<file path="config.mk">
export PLATFORM = sky130hd
export DESIGN_NAME = chan_cmd_responder
export DESIGN_NICKNAME = d
export VERILOG_FILES = /design/src/rtl/ccr_pkg.sv /design/src/rtl/ccr_ctrl.sv /design/src/rtl/ccr_regfile.sv /design/src/rtl/chan_cmd_responder.sv
export SDC_FILE = /design/constraint.sdc
export NUM_CORES = 1
export LEC_CHECK = 0
export ABC_AREA = 1
export BUFFER_PORTS_ARGS = -buffer_cell sky130_fd_sc_hd__buf_4
export CAP_MARGIN = 20
export CORE_ASPECT_RATIO = 0.5
export CORE_MARGIN = 1.5
export CORE_UTILIZATION = 49
export DETAILED_ROUTE_END_ITERATION = 6
export GPL_TIMING_DRIVEN = 0
export PLACE_DENSITY = 0.8
export SETUP_SLACK_MARGIN = 0.1
export SLEW_MARGIN = 5
export SYNTH_ARGS = -nofsm -noshare
export SYNTH_HDL_FRONTEND = slang
export SYNTH_SLANG_ARGS = --single-unit
</file>
<file path="constraint.sdc">
create_clock -name clk -period 2.1 [get_ports clk]
set_clock_uncertainty 0.05 [all_clocks]
set_input_delay 0.105 -clock clk [delete_from_list [all_inputs] [get_ports clk]]
set_output_delay 0.105 -clock clk [all_outputs]
set_load 0.005 [all_outputs]
</file>
<file path="src/rtl/ccr_pkg.sv">
package ccr_pkg;
  localparam int N_SLOT = 4;
  localparam int SLOT_W = $clog2(N_SLOT);
  localparam int ADDR_W = 32;
  localparam int REG_W  = 16;
  localparam int LEN_W  = 3;

  localparam logic [7:0] OP_TIO   = 8'h00;
  localparam logic [7:0] OP_WR    = 8'h01;
  localparam logic [7:0] OP_RD    = 8'h02;
  localparam logic [7:0] OP_NOP   = 8'h03;
  localparam logic [7:0] OP_SNS   = 8'h04;
  localparam logic [7:0] OP_STOP  = 8'h07;
  localparam logic [7:0] OP_ALRM  = 8'h0B;
  localparam logic [7:0] OP_MAN   = 8'h0E;
  localparam logic [7:0] OP_XY    = 8'h12;
  localparam logic [7:0] OP_ADDR  = 8'h1B;
  localparam logic [7:0] OP_START = 8'h27;
  localparam logic [7:0] OP_SID   = 8'hE4;

  localparam logic [7:0] ST_BUSY = 8'h10;
  localparam logic [7:0] ST_CE   = 8'h08;
  localparam logic [7:0] ST_DE   = 8'h04;
  localparam logic [7:0] ST_UC   = 8'h02;
  localparam logic [7:0] SN_REJ  = 8'h80;
  localparam logic [7:0] SN_BOC  = 8'h20;

  localparam logic [ADDR_W-1:0] DEV0_LIMIT = 32'h0001_E000;

  typedef enum logic [1:0] {PH_IDLE, PH_PARM, PH_RESP, PH_STAT} phase_t;
  typedef enum logic [2:0] {G_OK, G_NODEV, G_PERR, G_BAD, G_BUSY} gate_t;

  typedef struct packed {
    logic              ok;
    logic [SLOT_W-1:0] idx;
  } slot_t;

  typedef struct packed {
    logic              en;
    logic [SLOT_W-1:0] slot;
    logic              wr_addr;
    logic              wr_start;
    logic              wr_stop;
    logic              set_busy;
    logic              pend_wr;
    logic [7:0]        pend_val;
    logic [7:0]        sense_or;
    logic              sense_clr;
    logic [ADDR_W-1:0] val;
  } commit_t;

  function automatic slot_t slot_of(input logic [2:0] dev);
    slot_t s;
    s.ok = 1'b1;
    case (dev)
      3'd0: s.idx = SLOT_W'(0);
      3'd1: s.idx = SLOT_W'(1);
      3'd2: s.idx = SLOT_W'(2);
      3'd4: s.idx = SLOT_W'(3);
      default: begin s.ok = 1'b0; s.idx = '0; end
    endcase
    return s;
  endfunction

  function automatic logic known_op(input logic [7:0] c);
    case (c)
      OP_TIO, OP_WR, OP_RD, OP_NOP, OP_SNS, OP_STOP, OP_ALRM,
      OP_MAN, OP_XY, OP_ADDR, OP_START, OP_SID: return 1'b1;
      default: return 1'b0;
    endcase
  endfunction

  function automatic logic [LEN_W-1:0] parm_len(input logic [7:0] c);
    case (c)
      OP_ADDR:          return LEN_W'(4);
      OP_STOP, OP_START: return LEN_W'(2);
      default:          return '0;
    endcase
  endfunction

  function automatic logic [LEN_W-1:0] resp_len(input logic [7:0] c);
    case (c)
      OP_SNS:  return LEN_W'(4);
      OP_SID:  return LEN_W'(7);
      OP_MAN:  return LEN_W'(3);
      OP_XY:   return LEN_W'(4);
      default: return '0;
    endcase
  endfunction

  function automatic logic [7:0] sid_byte(input logic [LEN_W-1:0] i);
    case (i)
      3'd0: return 8'hFF;
      3'd1: return 8'h32;
      3'd2: return 8'h58;
      3'd3: return 8'h00;
      3'd4: return 8'h32;
      3'd5: return 8'h51;
      3'd6: return 8'hFF;
      default: return 8'h00;
    endcase
  endfunction

  function automatic logic dev0_addr_ok(input logic [ADDR_W-1:0] a);
    return a < DEV0_LIMIT;
  endfunction
endpackage

</file>
<file path="src/rtl/ccr_ctrl.sv">
module ccr_ctrl
  import ccr_pkg::*;
(
  input  logic              clk,
  input  logic              rst_n,
  input  logic              cmd_valid,
  input  logic [7:0]        cmd_code,
  input  logic [2:0]        cmd_dev,
  input  logic              cmd_perr,
  input  logic              prm_valid,
  input  logic [7:0]        prm_byte,
  input  logic              prm_last,
  input  logic              prm_perr,
  input  logic [N_SLOT-1:0] busy_vec,
  input  logic [7:0]        pend_sel,
  input  logic [7:0]        sense_sel,
  output logic [SLOT_W-1:0] cur_slot,
  output commit_t           cm,
  output logic              rsp_valid,
  output logic [7:0]        rsp_byte,
  output logic              rsp_last,
  output logic              stat_valid,
  output logic [7:0]        stat_byte
);
  phase_t            phase_q;
  gate_t             gate_q;
  logic [7:0]        code_q;
  logic [SLOT_W-1:0] slot_q;
  logic [ADDR_W-1:0] shift_q;
  logic [LEN_W-1:0]  cnt_q;
  logic [LEN_W-1:0]  idx_q;
  logic              dperr_q;

  slot_t       in_slot;
  gate_t       in_gate;
  logic        in_free;
  logic [LEN_W-1:0] rlen;

  assign in_slot  = slot_of(cmd_dev);
  assign in_free  = (cmd_code == OP_TIO) || (cmd_code == OP_SNS);
  assign rlen     = resp_len(code_q);
  assign cur_slot = slot_q;

  always_comb begin
    if (!in_slot.ok)                             in_gate = G_NODEV;
    else if (cmd_perr)                           in_gate = G_PERR;
    else if (!known_op(cmd_code))                in_gate = G_BAD;
    else if (busy_vec[in_slot.idx] && !in_free)  in_gate = G_BUSY;
    else                                         in_gate = G_OK;
  end

  always_ff @(posedge clk) begin
    if (!rst_n) begin
      phase_q <= PH_IDLE;
      gate_q  <= G_OK;
      code_q  <= '0;
      slot_q  <= '0;
      shift_q <= '0;
      cnt_q   <= '0;
      idx_q   <= '0;
      dperr_q <= 1'b0;
    end else begin
      case (phase_q)
        PH_IDLE: if (cmd_valid) begin
          code_q  <= cmd_code;
          slot_q  <= in_slot.idx;
          gate_q  <= in_gate;
          shift_q <= '0;
          cnt_q   <= '0;
          idx_q   <= '0;
          dperr_q <= 1'b0;
          if (in_gate != G_OK)                 phase_q <= PH_STAT;
          else if (parm_len(cmd_code) != '0)   phase_q <= PH_PARM;
          else if (resp_len(cmd_code) != '0)   phase_q <= PH_RESP;
          else                                 phase_q <= PH_STAT;
        end
        PH_PARM: if (prm_valid) begin
          shift_q <= {shift_q[ADDR_W-9:0], prm_byte};
          if (cnt_q != {LEN_W{1'b1}}) cnt_q <= cnt_q + 1'b1;
          dperr_q <= dperr_q | prm_perr;
          if (prm_last) phase_q <= PH_STAT;
        end
        PH_RESP: begin
          idx_q <= idx_q + 1'b1;
          if (idx_q == rlen - 1'b1) phase_q <= PH_STAT;
        end
        default: phase_q <= PH_IDLE;
      endcase
    end
  end

  // response byte source
  always_comb begin
    rsp_valid = (phase_q == PH_RESP);
    rsp_last  = rsp_valid && (idx_q == rlen - 1'b1);
    rsp_byte  = 8'h00;
    if (rsp_valid) begin
      if (code_q == OP_SNS)      rsp_byte = (idx_q == '0) ? sense_sel : 8'h00;
      else if (code_q == OP_SID) rsp_byte = sid_byte(idx_q);
    end
  end

  // ending status and the state update it carries
  always_comb begin
    cm         = '0;
    cm.slot    = slot_q;
    stat_valid = (phase_q == PH_STAT);
    stat_byte  = 8'h00;
    if (stat_valid) begin
      case (gate_q)
        G_NODEV: stat_byte = ST_CE | ST_DE | ST_UC;
        G_PERR: begin
          stat_byte = ST_CE | ST_DE | ST_UC; cm.en = 1'b1; cm.sense_or = SN_BOC;
        end
        G_BAD: begin
          stat_byte = ST_CE | ST_DE | ST_UC; cm.en = 1'b1; cm.sense_or = SN_REJ;
        end
        G_BUSY: stat_byte = ST_BUSY;
        default: begin
          case (code_q)
            OP_TIO: begin
              stat_byte   = pend_sel;
              cm.en       = 1'b1;
              cm.pend_wr  = 1'b1;
              cm.pend_val = pend_sel & ST_BUSY;
            end
            OP_SNS: begin
              stat_byte    = ST_CE | ST_DE;
              cm.en        = 1'b1;
              cm.sense_clr = 1'b1;
            end
            OP_ADDR, OP_STOP, OP_START: begin
              cm.en = 1'b1;
              if (dperr_q) begin
                stat_byte = ST_CE | ST_DE | ST_UC; cm.sense_or = SN_BOC;
              end else if (cnt_q != parm_len(code_q) ||
                           (code_q == OP_ADDR && slot_q == '0 && !dev0_addr_ok(shift_q))) begin
                stat_byte = ST_CE | ST_DE | ST_UC; cm.sense_or = SN_REJ;
              end else begin
                stat_byte = ST_CE | ST_DE;
                cm.val    = shift_q;
                case (code_q)
                  OP_ADDR: cm.wr_addr = 1'b1;
                  OP_STOP: cm.wr_stop = 1'b1;
                  default: begin
                    cm.wr_start = 1'b1;
                    if (slot_q != '0) begin
                      stat_byte   = ST_CE;
                      cm.set_busy = 1'b1;
                      cm.pend_wr  = 1'b1;
                      cm.pend_val = ST_BUSY;
                    end
                  end
                endcase
              end
            end
            default: stat_byte = ST_CE | ST_DE;
          endcase
        end
      endcase
    end
  end
endmodule

</file>
<file path="src/rtl/ccr_regfile.sv">
module ccr_regfile
  import ccr_pkg::*;
(
  input  logic                        clk,
  input  logic                        rst_n,
  input  commit_t                     cm,
  input  logic [N_SLOT-1:0]           dev_done,
  output logic [N_SLOT-1:0]           busy_vec,
  output logic [N_SLOT-1:0]           done_evt,
  output logic [N_SLOT-1:0][7:0]      pend_arr,
  output logic [N_SLOT-1:0][7:0]      sense_arr,
  output logic [N_SLOT*ADDR_W-1:0]    addr_regs,
  output logic [N_SLOT*REG_W-1:0]     start_regs,
  output logic [N_SLOT*REG_W-1:0]     stop_regs
);
  for (genvar i = 0; i < N_SLOT; i++) begin : g_slot
    logic [ADDR_W-1:0] addr_q;
    logic [REG_W-1:0]  start_q, stop_q;
    logic [7:0]        pend_q, sense_q, pend_n, sense_n;
    logic              busy_q, busy_n, hit;

    assign hit         = cm.en && (cm.slot == SLOT_W'(i));
    assign done_evt[i] = dev_done[i] && busy_q;

    always_comb begin
      pend_n  = pend_q;
      busy_n  = busy_q;
      sense_n = sense_q;
      if (hit && cm.pend_wr)   pend_n = cm.pend_val;
      if (hit && cm.set_busy)  busy_n = 1'b1;
      if (done_evt[i]) begin
        busy_n = 1'b0;
        pend_n = (pend_n & ~ST_BUSY) | ST_DE;
      end
      if (hit && cm.sense_clr) sense_n = 8'h00;
      if (hit)                 sense_n = sense_n | cm.sense_or;
    end

    always_ff @(posedge clk) begin
      if (!rst_n) begin
        addr_q <= '0; start_q <= '0; stop_q <= '0;
        pend_q <= '0; sense_q <= '0; busy_q <= 1'b0;
      end else begin
        pend_q  <= pend_n;
        busy_q  <= busy_n;
        sense_q <= sense_n;
        if (hit && cm.wr_addr)  addr_q  <= cm.val;
        if (hit && cm.wr_start) start_q <= cm.val[REG_W-1:0];
        if (hit && cm.wr_stop)  stop_q  <= cm.val[REG_W-1:0];
      end
    end

    assign busy_vec[i]                    = busy_q;
    assign pend_arr[i]                    = pend_q;
    assign sense_arr[i]                   = sense_q;
    assign addr_regs[i*ADDR_W +: ADDR_W]  = addr_q;
    assign start_regs[i*REG_W +: REG_W]   = start_q;
    assign stop_regs[i*REG_W +: REG_W]    = stop_q;
  end
endmodule

</file>
<file path="src/rtl/chan_cmd_responder.sv">
module chan_cmd_responder
  import ccr_pkg::*;
(
  input  logic                     clk,
  input  logic                     rst_n,
  input  logic                     cmd_valid,
  input  logic [7:0]               cmd_code,
  input  logic [2:0]               cmd_dev,
  input  logic                     cmd_perr,
  input  logic                     prm_valid,
  input  logic [7:0]               prm_byte,
  input  logic                     prm_last,
  input  logic                     prm_perr,
  input  logic [N_SLOT-1:0]        dev_done,
  output logic                     rsp_valid,
  output logic [7:0]               rsp_byte,
  output logic                     rsp_last,
  output logic                     stat_valid,
  output logic [7:0]               stat_byte,
  output logic [N_SLOT*ADDR_W-1:0] addr_regs,
  output logic [N_SLOT*REG_W-1:0]  start_regs,
  output logic [N_SLOT*REG_W-1:0]  stop_regs
);
  commit_t                cm;
  logic [SLOT_W-1:0]      cur_slot;
  logic [N_SLOT-1:0]      busy_vec;
  logic [N_SLOT-1:0]      done_evt;
  logic [N_SLOT-1:0][7:0] pend_arr;
  logic [N_SLOT-1:0][7:0] sense_arr;

  ccr_ctrl u_ctrl (
    .clk, .rst_n, .cmd_valid, .cmd_code, .cmd_dev, .cmd_perr,
    .prm_valid, .prm_byte, .prm_last, .prm_perr,
    .busy_vec,
    .pend_sel  (pend_arr[cur_slot]),
    .sense_sel (sense_arr[cur_slot]),
    .cur_slot, .cm,
    .rsp_valid, .rsp_byte, .rsp_last, .stat_valid, .stat_byte
  );

  ccr_regfile u_regs (
    .clk, .rst_n, .cm, .dev_done,
    .busy_vec, .done_evt, .pend_arr, .sense_arr,
    .addr_regs, .start_regs, .stop_regs
  );
endmodule

</file>
Yosys cells after proc, flatten, opt, wreduce, memory -nomap -nowiden:

Cells that the tools add are included.
W data, S select, Z words.

* flip-flop bits (word level): 378
* output and inout bits: 275
* logic and storage cells: 278

* add/subtract/negate cells: 3
* magnitude comparators: 3
* equality and inequality tests: 44
* muxes and demuxes: 102
* bitwise logic cells: 6
* reduce and logical (&&, ||, !) cells: 80

Operators by type and width (number)
* $mux W8: 24
* $mux W32: 5
* $mux W3: 26
* $pmux W32 S2: 1
* $mux W54: 1
* $mux W13: 3
* $logic_and A1 B1 Y1: 36
* $mux W33: 1
* $bmux W8 S2: 2
* $eq A8 B3 Y1 const B: 4
* $eq A8 B5 Y1 const B: 4
* $lt A32 B17 Y1 const B: 1
* $or A8 B8 Y8: 4
* $pmux W8 S2: 2
* $pmux W8 S4: 1
* $reduce_or A2 Y1: 13
* $eq A8 B4 Y1 const B: 3
* $pmux W3 S2: 4
* $pmux W8 S3: 1
* $mux W10: 2
* $pmux W3 S3: 2
* $pmux W9 S2: 1
* $eq A8 B2 Y1 const B: 2
* $eq A8 B6 Y1 const B: 2
* other kinds (37): 93

Logic depth before layout (Yosys ltp):

* depth after elaboration: 26
* depth in mapped cells: 16
* mapped depth without buffers: 15

Hierarchy:

A second synthesis with hierarchy kept.

* cells, all modules: 2242
* area, all modules: 16049.1 sq um

By module, submodules not included
* ccr_regfile: instances 1, cells each 1477, area an instance 11659.9 sq um, seq. area each 6486.2 sq um
* ccr_ctrl: instances 1, cells each 577, area an instance 3583.4 sq um, seq. area each 1081.0 sq um
* chan_cmd_responder: instances 1, cells each 188, area an instance 805.8 sq um, seq. area each 0.0 sq um

Worst setup path after synthesis:

OpenSTA, ideal clock, no wires.

* kind: reg2reg
* start point: register u_ctrl.phase_q[0]
* end point: register u_regs.g_slot[2].stop_q[0]
* arrival: 2059 ps
* data required time: 1937 ps
* path slack: -122 ps
* cell stages (with the launch flop): 13
* buffers on the path: 2
* period minus slack after synthesis: 2222 ps
* path through: dfxtp_1 ha_1 inv_1 nor2_2 inv_2 nand2_1 nand3_1 inv_1 buf_2 buf_1 nand3_1 nand2_1 nor2_1

* cells in the longest elaborated chain, start to end: 4
* elaborated cells between the ends (all ways): 5
* classes of those cells: eq/ne (1); mux (2); reduce/logical (2)

Ends and longest elaborated chain
* start, declared: RTL line ccr_ctrl.sv:25 `phase_t phase_q;`
* start signal, assigned: RTL line ccr_ctrl.sv:54 `phase_q <= PH_IDLE;`
* start signal, assigned: RTL line ccr_ctrl.sv:72 `if (in_gate != G_OK) phase_q <= PH_STAT;`
* start signal, assigned: RTL line ccr_ctrl.sv:73 `else if (parm_len(cmd_code) != '0) phase_q <= PH_PARM;`
* $eq A2 B2 Y1 *: RTL line ccr_ctrl.sv:107 `stat_valid = (phase_q == PH_STAT);`
* named net stat_valid: RTL line chan_cmd_responder.sv:18 `output logic stat_valid,`
* $mux W1: RTL line ccr_ctrl.sv:109 `if (stat_valid) begin`
* $logic_and A1 B1 Y1: RTL line ccr_regfile.sv:22 `assign hit = cm.en && (cm.slot == SLOT_W'(i));`
* $logic_and A1 B1 Y1: RTL line ccr_regfile.sv:49 `if (hit && cm.wr_stop) stop_q <= cm.val[REG_W-1:0];`
* end signal, assigned: RTL line ccr_regfile.sv:49
* end, declared: RTL line ccr_regfile.sv:18 `logic [REG_W-1:0] start_q, stop_q;`

The timed path passes the listed nets; every way through them passes the cells marked *.
A chain may end at the register's enable or synchronous reset.

Worst setup path after layout:

* start point: register u_ctrl.slot_q[0] (netlist: u_ctrl.cur_slot[0])
* end point: register u_regs.g_slot[2].start_q[3]

* cells in the longest elaborated chain, start to end: 10
* elaborated cells between the ends (all ways): 16
* classes of those cells: eq/ne (1); mux (9); reduce/logical (6)

Ends and longest elaborated chain
* start, declared: RTL line ccr_ctrl.sv:28 `logic [SLOT_W-1:0] slot_q;`
* start signal, assigned: RTL line ccr_ctrl.sv:66 `slot_q <= in_slot.idx;`
* $logic_not A2 Y1: RTL line ccr_ctrl.sv:137 `(code_q == OP_ADDR && slot_q == '0 && !dev0_addr_ok(shift_q))) begin`
* $logic_and A1 B1 Y1 (2 in a row): RTL line ccr_ctrl.sv:137
* $logic_or A1 B1 Y1: RTL line ccr_ctrl.sv:136 `end else if (cnt_q != parm_len(code_q) ||`
* $mux W13: RTL line ccr_ctrl.sv:136
* $mux W13: RTL line ccr_ctrl.sv:134 `if (dperr_q) begin`
* $mux W4: RTL line ccr_ctrl.sv:120 `case (code_q)`
* $mux W13: RTL line ccr_ctrl.sv:110 `case (gate_q)`
* $mux W54: RTL line ccr_ctrl.sv:109
* $logic_and A1 B1 Y1: RTL line ccr_regfile.sv:48 `if (hit && cm.wr_start) start_q <= cm.val[REG_W-1:0];`
* end signal, assigned: RTL line ccr_regfile.sv:48
* end, declared: RTL line ccr_regfile.sv:18

Parallel ways exist; a longest one is shown, timed or not.

==> results_dict.tcl <==
set metrics [dict create \
    status "finished with violations" \
    violations "DRC, setup timing" \
    yosysTopAreaCellShare 0.484 \
    p_leak_nw 9.12 \
    port_buffers 299 \
    setup_tns_ps -128490 \
    ant_nets 0 \
    yosys-top-cells-area "dfxtp_1 48%, nor2_1 15%, nand2_1 10%, nand3_1 8.4%, o21ai_0 3.4%" \
    finalSetupViolCount 315 \
    drc_errors 19 \
    final_util 0.780 \
    drv_cap 0 \
    relSlewSlack 0.333 \
    antenna_found_initial 2 \
    fin_crit_sh 1.35 \
    synth_cells 1938 \
    cp.required_ps 2500 \
    synth.most_common_cell "nor2_1" \
    core_area_sq_um 26900 \
    wl_microns 62500 \
    dr.pass1.iters 7 \
    fp.dieH_microns 121 \
    grt_pass1_vias 14654 \
    layout-drive-gt1-share 0.355 \
    ir_worst_vdd_mv 0.791 \
    endpoint_kind "flop" \
    power_switching_mw 4.90 \
    rsz0062_at_grt "yes" \
    rows 42 \
    finalHoldViolCount 0 \
    fmax_mhz 354 \
    clock_sinks 330 \
    clkLatencyLatePin_ps 590 \
    p_clk_frac 0.388 \
    slew_viol_final 0 \
    vias 16905 \
    async_reset_ff_frac 0 \
    dieArea_sq_um 28900 \
    setup_ws_ps -726 \
    cp.arrival_ps 3230 \
    grt-ovfl-total 0 \
    crit_type "flop to flop" \
    post_dp_cell_area_sq_um 16500 \
    n_fill_cell 1613 \
    ys_warn_count 0 \
    worst_slew_pin_slew_ps 1000 \
    avgSynthCellArea_sq_um 7.04 \
    finish.instance_area_sq_um 21000 \
    syn_area_sq_um 13600 \
    yosys-top-cells-count "547 x nor2_1, 363 x nand2_1, 330 x dfxtp_1" \
    crit_fanout 7 \
    cts-root-buf "clkbuf_16" \
    min_path_type "input port to flop" \
    num_io_pins 305 \
    area_growth_pct 53.9 \
    yosys.area.top_type "dfxtp_1" \
    power_density_nw_per_um2 765 \
    die_w_microns 239 \
    drtIter0Drc 2549 \
    cts_buffer_depth 3 \
    synth-edff-count 0 \
    synth_seq_area_share 0.484 \
    start_util 0.507 \
    cp-start-kind "flop" \
    routabilityCongestion 0.956 \
    internal_power_mw 11.2 \
    clk_pin_slew_ps 70 \
    wl_per_cell_microns 22.1 \
    cts_tree "built" \
    grt_max_degree 18 \
    cts_buffers 29 \
    ys_ff_latch 330 \
    hpwl_microns 33600 \
    cts.htree.levels 1 \
    ys.flop_type "dfxtp_1" \
    hold-worst-slack_ps 63.0 \
    pwr-share-seq 0.410 \
    dp_slack_ps -820 \
    power_frac_comb 0.202 \
    track_usage 0.357 \
    netlist-cell-type-count 39 \
    switching_share 0.305 \
    nets 2465 \
    via_per_inst 5.99 \
    min_period_ps 2830 \
    grt_pass1_wl_microns 80200 \
]
metal layers:
| layer | vias up | wire, microns | global-route usage | share of wire |
|---|---|---|---|---|
| li1 | 7167 | - | - | - |
| met1 | 7746 | 21100 | 0.443 | 0.34 |
| met2 | 1449 | 27300 | 0.595 | 0.44 |
| met3 | 543 | 8690 | 0.0839 | 0.14 |
| met4 | 0 | 5400 | 0.161 | 0.086 |
| met5 | - | 0 | 0 | 0 |
cell usage in the layout, fill, tap and decap left out, types with 14 or more instances in the layout:
cell type,instances
nor2_1,511
buf_4,367
dfxtp_1,315
nand2_1,305
nand3_1,133
nand3_2,82
buf_6,75
inv_1,65
a21oi_1,63
nand2_2,44
o21ai_0,40
o21ai_2,35
clkbuf_1,33
clkbuf_16,33
nor2_4,29
dlygate4sd3_1,29
nor2_2,25
buf_8,21
inv_2,19
nand3_4,16
o21ai_1,15
nand4_1,14
o21bai_1,14
critical path: stages, from the launching register on:
cell	delay, ps
dfxtp_1	410
nor2_4	290
inv_2	130
nor2_4	160
o21ai_4	100
nand2_4	140
nor2_8	70
buf_4	150
buf_6	120
buf_4	130
nand3_4	120
nor2_4	70
buf_4	170
nor2_1	420
nor2_1	140
sequential cells by signal, summed over array words and instances (netlist names), 3 cells and up:
name                   flops
u_regs.g_slot.addr_q     128
u_regs.g_slot.start_q     64
u_regs.g_slot.stop_q      64
u_ctrl.shift_q            32
u_ctrl.code_q              8
u_regs.g_slot.pend_q       8
u_regs.g_slot.sense_q      8
u_regs.g_slot.busy_q       4
u_ctrl.cnt_q               3
u_ctrl.gate_q              3
u_ctrl.idx_q               3
final timing paths:
check	from	end	slack, ps	depth (start not counted)
setup / recovery	u_ctrl.cur_slot[0]	u_regs.g_slot[2].start_q[3]	-730	14
hold / removal	cmd_dev[2]	u_ctrl.cur_slot[1]	60	5
setup reg to reg	u_ctrl.cur_slot[0]	u_regs.g_slot[2].start_q[3]	-730	14
hold reg to reg	u_regs.g_slot[0].addr_q[21]	u_regs.g_slot[0].addr_q[21]	390	2
logic make-up (layout without fill, tap and decap cells):
family	count (synthesis)	count (layout)	synth area share
simple gates	1192	1192	0.364
flops	330	330	0.484
buf+inv	216	723	0.0666
compound gates	189	189	0.0754
fa+ha+maj	10	10	0.00917
other cells	1	6	0.000275
through the flow:
step                      std cells  total power [mW]
final                          2824              16.1
after global routing           2822              16.4
after CTS                      2798              15.3
after detailed placement       2614              8.46
after global placement         2614              8.43
after floorplan                1941              7.94
layout make-up:
| class | count | area (sq um) | share of cell area |
|---|---|---|---|
| sequential | 330 | 6630 | 0.316 |
| multi-input combinational | 1395 | 7460 | 0.355 |
| timing repair buffer | 455 | 3950 | 0.188 |
| buffer | 112 | 962 | 0.0458 |
| clock inverter | 18 | 284 | 0.0135 |
| antenna | 2 | 5.00 | 0.000238 |
| clock buffer | 36 | 802 | 0.0382 |
| tap | 374 | 468 | 0.0223 |
| inverter | 102 | 438 | 0.0209 |
timing repair:
| item | CTS | global route |
|---|---|---|
| hold buffers | 29 | 0 |
| pin swaps | 51 | 50 |
| buffers inserted | 83 | 20 |
| gates resized for setup | 342 | 275 |
| endpoints found under the hold margin | 38 | 0 |
| endpoints found under the setup margin | 325 | 329 |
| cloned | 20 | 6 |
power by group through the flow:
stage / Combinational (mW) / Clock [mW] / Sequential, mW
detailed placement: 1.80 / 0 / 6.65
CTS: 2.64 / 6.12 / 6.54
finish: 3.25 / 6.22 / 6.58
global route: 3.35 / 6.42 / 6.59
global placement: 1.78 / 0 / 6.65
floorplan: 1.31 / 0 / 6.63
No activity file was read; power rests on OpenSTA's default activity.
